$ cat config.mk
export PLATFORM = sky130hd
export DESIGN_NAME = issue_chain_arbiter
export DESIGN_NICKNAME = d
export VERILOG_FILES = /design/src/rtl/issue_chain_pkg.sv /design/src/rtl/reset_sync.sv /design/src/rtl/chain_ripple.sv /design/src/rtl/slot_tracker.sv /design/src/rtl/issue_chain_arbiter.sv
export SDC_FILE = /design/constraint.sdc
export NUM_CORES = 1
export LEC_CHECK = 0
export ABC_CLOCK_PERIOD_IN_PS = 6600
export BUFFER_PORTS_ARGS = -buffer_cell sky130_fd_sc_hd__buf_4
export CELL_PAD_IN_SITES_DETAIL_PLACEMENT = 0
export CELL_PAD_IN_SITES_GLOBAL_PLACEMENT = 1
export CORE_ASPECT_RATIO = 1.1
export CORE_MARGIN = 8
export CORE_UTILIZATION = 35
export CTS_BUF_LIST = sky130_fd_sc_hd__clkbuf_8
export DETAILED_ROUTE_END_ITERATION = 12
export MAX_ROUTING_LAYER = met4
export PLACE_DENSITY_LB_ADDON = 0.1
export SKIP_CTS_REPAIR_TIMING = 1
export SYNTH_ARGS = -nofsm -noshare
export SYNTH_HDL_FRONTEND = slang
export SYNTH_HIERARCHICAL = 1
export SYNTH_SLANG_ARGS = --single-unit
$ cat constraint.sdc
create_clock -name clk -period 6.6 [get_ports clk]
set_input_delay 0.33 -clock clk [delete_from_list [all_inputs] [get_ports clk]]
set_output_delay 0.33 -clock clk [all_outputs]
set_load 0.02 [all_outputs]
$ cat src/rtl/issue_chain_pkg.sv
package issue_chain_pkg;
  localparam int unsigned DEF_SLOTS = 6;
  localparam int unsigned DEF_REGS  = 32;
endpackage

$ cat src/rtl/reset_sync.sv
module reset_sync #(
  parameter int unsigned STAGES = 2
) (
  input  logic clk,
  input  logic rst_n,
  output logic rst_n_sync
);
  logic [STAGES-1:0] sync_q;

  always_ff @(posedge clk or negedge rst_n) begin
    if (!rst_n) sync_q <= '0;
    else        sync_q <= {sync_q[STAGES-2:0], 1'b1};
  end

  assign rst_n_sync = sync_q[STAGES-1];
endmodule

$ cat src/rtl/chain_ripple.sv
module chain_ripple #(
  parameter int unsigned SLOTS = 6,
  parameter int unsigned WIDTH = 32
) (
  input  logic [SLOTS*WIDTH-1:0] open_flat,
  output logic [SLOTS*WIDTH-1:0] arrive_flat
);
  logic [WIDTH-1:0] link [SLOTS+1];

  assign link[0] = '1;

  for (genvar s = 0; s < SLOTS; s++) begin : g_stage
    assign arrive_flat[s*WIDTH +: WIDTH] = link[s];
    assign link[s+1] = link[s] & ~open_flat[s*WIDTH +: WIDTH];
  end
endmodule

$ cat src/rtl/slot_tracker.sv
module slot_tracker #(
  parameter int unsigned NUM_REGS = 32
) (
  input  logic                clk,
  input  logic                rst_n,
  input  logic                cycle_start,
  input  logic                valid,
  input  logic                mark_done,
  input  logic                finished,
  input  logic [NUM_REGS-1:0] src_mask,
  input  logic [NUM_REGS-1:0] dst_mask,
  input  logic [NUM_REGS-1:0] reg_arrive,
  input  logic                ctrl_arrive,
  output logic [NUM_REGS-1:0] open_mask,
  output logic                ctrl_open,
  output logic                go
);
  logic [NUM_REGS-1:0] open_q, open_d;
  logic                ctrl_q, ctrl_d;
  logic                act_q, act_d;
  logic                exec_q, exec_d;
  logic                ready;
  logic                state_en;

  assign ready = ctrl_arrive && ((reg_arrive & open_q) == open_q);
  assign go    = act_q && (exec_q || ready);

  assign state_en = cycle_start || (mark_done && ctrl_q) || (finished && go) || (go && !exec_q);

  always_comb begin
    open_d = open_q;
    ctrl_d = ctrl_q;
    act_d  = act_q;
    exec_d = exec_q;
    if (cycle_start) begin
      open_d = '0;
      ctrl_d = valid;
      act_d  = 1'b0;
      exec_d = 1'b0;
    end else if (mark_done && ctrl_q) begin
      open_d = src_mask | dst_mask;
      ctrl_d = 1'b0;
      act_d  = 1'b1;
    end else if (finished && go) begin
      open_d = '0;
      act_d  = 1'b0;
      exec_d = 1'b0;
    end else if (go) begin
      exec_d = 1'b1;
    end
  end

  always_ff @(posedge clk or negedge rst_n) begin
    if (!rst_n) begin
      open_q <= '0;
      ctrl_q <= 1'b0;
      act_q  <= 1'b0;
      exec_q <= 1'b0;
    end else if (state_en) begin
      open_q <= open_d;
      ctrl_q <= ctrl_d;
      act_q  <= act_d;
      exec_q <= exec_d;
    end
  end

  assign open_mask = open_q;
  assign ctrl_open = ctrl_q;


  go_hold_chk: assert property (@(posedge clk) disable iff (!rst_n)
    (go && !finished && !cycle_start) |=> go);


  finish_drop_chk: assert property (@(posedge clk) disable iff (!rst_n)
    (go && finished && !cycle_start) |=> (!go && open_mask == '0));


  mark_once_chk: assert property (@(posedge clk) disable iff (!rst_n)
    (!ctrl_open && !cycle_start && !(finished && go)) |=> $stable(open_mask));
endmodule

$ cat src/rtl/issue_chain_arbiter.sv
module issue_chain_arbiter
  import issue_chain_pkg::*;
#(
  parameter int unsigned NUM_SLOTS = DEF_SLOTS,
  parameter int unsigned NUM_REGS  = DEF_REGS
) (
  input  logic                          clk,
  input  logic                          rst_n,
  input  logic                          cycle_start,
  input  logic [NUM_SLOTS-1:0]          slot_valid,
  input  logic [NUM_SLOTS*NUM_REGS-1:0] slot_src_mask,
  input  logic [NUM_SLOTS*NUM_REGS-1:0] slot_dst_mask,
  input  logic [NUM_SLOTS-1:0]          slot_mark_done,
  input  logic [NUM_SLOTS-1:0]          slot_finished,
  output logic [NUM_SLOTS-1:0]          slot_go
);
  localparam int unsigned FLAT = NUM_SLOTS * NUM_REGS;

  logic            rst_n_int;
  logic [FLAT-1:0] reg_open_flat;
  logic [FLAT-1:0] reg_arrive_flat;
  logic [NUM_SLOTS-1:0] ctrl_open_vec;
  logic [NUM_SLOTS-1:0] ctrl_arrive_vec;

  reset_sync #(.STAGES(2)) u_rst (
    .clk        (clk),
    .rst_n      (rst_n),
    .rst_n_sync (rst_n_int)
  );

  chain_ripple #(.SLOTS(NUM_SLOTS), .WIDTH(NUM_REGS)) u_reg_chain (
    .open_flat   (reg_open_flat),
    .arrive_flat (reg_arrive_flat)
  );

  chain_ripple #(.SLOTS(NUM_SLOTS), .WIDTH(1)) u_ctrl_chain (
    .open_flat   (ctrl_open_vec),
    .arrive_flat (ctrl_arrive_vec)
  );

  for (genvar s = 0; s < NUM_SLOTS; s++) begin : g_slot
    slot_tracker #(.NUM_REGS(NUM_REGS)) u_slot (
      .clk         (clk),
      .rst_n       (rst_n_int),
      .cycle_start (cycle_start),
      .valid       (slot_valid[s]),
      .mark_done   (slot_mark_done[s]),
      .finished    (slot_finished[s]),
      .src_mask    (slot_src_mask[s*NUM_REGS +: NUM_REGS]),
      .dst_mask    (slot_dst_mask[s*NUM_REGS +: NUM_REGS]),
      .reg_arrive  (reg_arrive_flat[s*NUM_REGS +: NUM_REGS]),
      .ctrl_arrive (ctrl_arrive_vec[s]),
      .open_mask   (reg_open_flat[s*NUM_REGS +: NUM_REGS]),
      .ctrl_open   (ctrl_open_vec[s]),
      .go          (slot_go[s])
    );
  end


  clear_on_start_chk: assert property (@(posedge clk) disable iff (!rst_n_int)
    cycle_start |=> (slot_go == '0));


  reset_quiet_chk: assert property (@(posedge clk)
    !rst_n_int |-> (slot_go == '0));

  for (genvar j = 1; j < NUM_SLOTS; j++) begin : g_later
    for (genvar i = 0; i < j; i++) begin : g_earlier

      ctrl_order_chk: assert property (@(posedge clk) disable iff (!rst_n_int)
        slot_go[j] |-> !ctrl_open_vec[i]);

      reg_order_chk: assert property (@(posedge clk) disable iff (!rst_n_int)
        slot_go[j] |-> ((reg_open_flat[i*NUM_REGS +: NUM_REGS] &
                         reg_open_flat[j*NUM_REGS +: NUM_REGS]) == '0));
    end
  end
endmodule

==> flow_summary.toml <==
[die]
fp-row-count = 77
pin_count = 411
dieArea_mm2 = 0.0467
core_area_mm2 = 0.0399
die_h_um = 226
die_w_um = 207
start_util_pct = 35.1

[worst_setup_path]
cp_max_fo = 34
crit_path_start_kind = "flip-flop"
worstPathCellList = "nor4_2, nor2b_1, nand2b_1, o2111ai_1, or4_4, o31ai_4, buf_4, and2_1, buf_4"
cp.arrival_ps = 3460
cpLargestDelayFamily = "simple AND/OR/NAND/NOR gates"
cp_num_buf_inv = 2
crit_type = "reg -> out"
cp.required_ps = 6270
cp_num_cells = 9
cpMaxStageDelayCell = "or4_4"
critPathMaxStageDelay_ps = 610
ff2ff_path_depth = 7
cp-end-kind = "output pin"
crit_top_cell = "buf_4"

[placed_design]
hpwl_um = 45900
place.gp.congestion = 0.876
dp_cells = 2607
port_buffers = 410

[clock_tree]
cts_root_buf = "clkbuf_8"
clk_latency_ps = 540
cts_tree = "built"
cts_buffer_depth = 3
cts.sinks = 212
cts_htree_levels = 2
clk_pin_slew_ps = 50
cts_buffers = 41

[global_routing]
grt_usage_pct = 26.3
grt_overflow = 0
antenna_found_initial = 0
grt_pass1_wl_um = 90800
grt_max_degree = 129
grt_pass1_vias = 14300

[run_status]
outcome = "finished clean"

[timing]
fin_hold_ws_ps = 7.83
drv_slew = 0
fin_crit_ps = 3790
hold_viol_final = 0
timing.fmax_mhz = 264
skew_ps = 15.2
tns_ps = 0
worst_pin_slew_ps = 1300
finalSetupViolCount = 0
fin_crit_sh_pct = 57.5
grt_setup_unrepaired = "false"
slew_headroom_pct = 13.0

[final_layout]
fin_cells = 2681
diodes = 0
areaGrowthSynthToFinish_pct = 29.2
drive_gt1_share_pct = 25.3
num-nets-final = 2543
utilization_pct = 45.4

[hold_path]
hold_class = "in -> reg"
whs_path_depth = 3

[synthesis]
synth_cell_types = 28
avgSynthCellArea_um2 = 7.89
yosysSeqAreaShare_pct = 37.9
ys.warnings.count = 6
synth-edff-count = 0
synth_flop_cell = "dfrtp_1"
syn-cell-area_mm2 = 0.0140
syn_inst = 1775
ys_async_sr_fraction_pct = 100
synth-seq-cells = 212

[power_and_ir_drop]
vdd_drop_max_mv = 0.136
power_density_mw_per_mm2 = 267
p_leak_uw = 0.00818
power_uw = 4820

[drt]
drt-total-wl_um = 61900
first_pass_iters = 5
ant_nets = 0
vias = 14400
drtIter0Drc = 1213
wl_per_cell_um = 23.1
vias_per_cell = 5.38
drc = 0

[flow_run]
drv_cap = 0
sequential cells by signal (all words and copies together), names as in the netlist:
| register | flops |
|---|---|
| g_slot.u_slot/act_q | 6 |
| u_rst/sync_q | 2 |
| g_slot.u_slot/open_mask | 192 |
| g_slot.u_slot/exec_q | 6 |
| g_slot.u_slot/ctrl_open | 6 |
final timing paths:
check	from	endpoint	slack, ps
max	g_slot[0].u_slot/open_mask[13]	slot_go[5]	2810
max in group asynchronous	u_rst/sync_q[1]	g_slot[4].u_slot/ctrl_open	4530
min	slot_valid[1]	g_slot[1].u_slot/ctrl_open	8
max reg2reg	g_slot[0].u_slot/open_mask[13]	g_slot[2].u_slot/open_mask[4]	3690
min reg2reg	u_rst/sync_q[1]	g_slot[0].u_slot/open_mask[5]	270
min in group asynchronous	rst_n	u_rst/sync_q[1]	140
synth_stat cells (33+ instances only):
cell | n | area, µm²
nand2b_1 | 126 | 788
a31oi_1 | 198 | 1240
nor2b_1 | 33 | 206
o2111ai_1 | 42 | 368
buf_4 | 33 | 248
dfrtp_1 | 212 | 5310
nor3_1 | 39 | 195
inv_1 | 237 | 890
clkbuf_1 | 78 | 293
nor4_2 | 33 | 413
nor2_1 | 417 | 1570
o31ai_1 | 198 | 1490
stage by stage:
stage,setup WS [ps],area (µm²)
detailed placement,3360,17300
global route,2660,18100
finish,2810,18100
CTS,2780,18100
floorplan,255,14100
global placement,3380,17300
power breakdown:
part / switching (µW) / leakage, µW / total (µW) / internal [µW]
logic: 887 / 0.00492 / 1600 / 718
registers: 375 / 0.00278 / 1920 / 1540
clock network: 587 / 0.000482 / 1300 / 714
total: 1850 / 0.00818 / 4820 / 2970
cell families after synthesis:
| family | Yosys count | synth area share, % |
|---|---|---|
| flip-flops | 212 | 37.9 |
| buffers and inverters | 372 | 11.8 |
| other | 3 | 0.0804 |
| AND/OR/NAND/NOR | 702 | 25.2 |
| AO/OA/AOI/OAI | 486 | 25.0 |
per-layer routing:
| metal | GRT usage [%] | part of all wire, % |
|---|---|---|
| met5 | - | 0 |
| met4 | 6.39 | 2.2 |
| met3 | 3.47 | 6.4 |
| met2 | 42.6 | 48 |
| met1 | 34.6 | 44 |
cell type report:
cell class,instances,area [µm²]
Fill cell,4044,21800
Timing Repair Buffer,424,3200
Sequential cell,212,5310
Tap cell,513,642
Inverter,237,890
Clock inverter,20,78.8
Clock buffer,53,729
Multi-Input combinational cell,1222,7250
worst register-to-register path, delay by kind of cell (launching register included):
kind | cells | cell delay [ps]
AND/OR/NAND/NOR | 3 | 870
AO/OA/AOI/OAI | 3 | 920
flip-flops | 1 | 460
buffers and inverters | 1 | 500
layout by cell type (no fill, tap or decap), types with 6 or more instances in the layout:
cell | synthesis | routed
o21ai_0 | 6 | 6
nor2_1 | 417 | 417
nand2_1 | 18 | 14
o22ai_1 | 12 | 12
buf_4 | 33 | 422
a31oi_1 | 198 | 198
a22o_1 | 6 | 6
and3_1 | 6 | 6
or2b_1 | 6 | 6
nand2b_1 | 126 | 122
o31a_1 | 6 | 6
or2_2 | 6 | 6
nor3_1 | 39 | 39
a21oi_4 | 0 | 6
o31ai_4 | 6 | 6
inv_1 | 237 | 256
o2111ai_1 | 42 | 42
or4_4 | 12 | 12
nor4_2 | 33 | 33
dfrtp_1 | 212 | 211
clkbuf_8 | 0 | 53
conb_1 | 3 | 34
and2_1 | 6 | 6
nor2b_1 | 33 | 33
o31ai_1 | 198 | 198
o21bai_1 | 6 | 6
No activity file was read; power rests on OpenSTA's default activity.
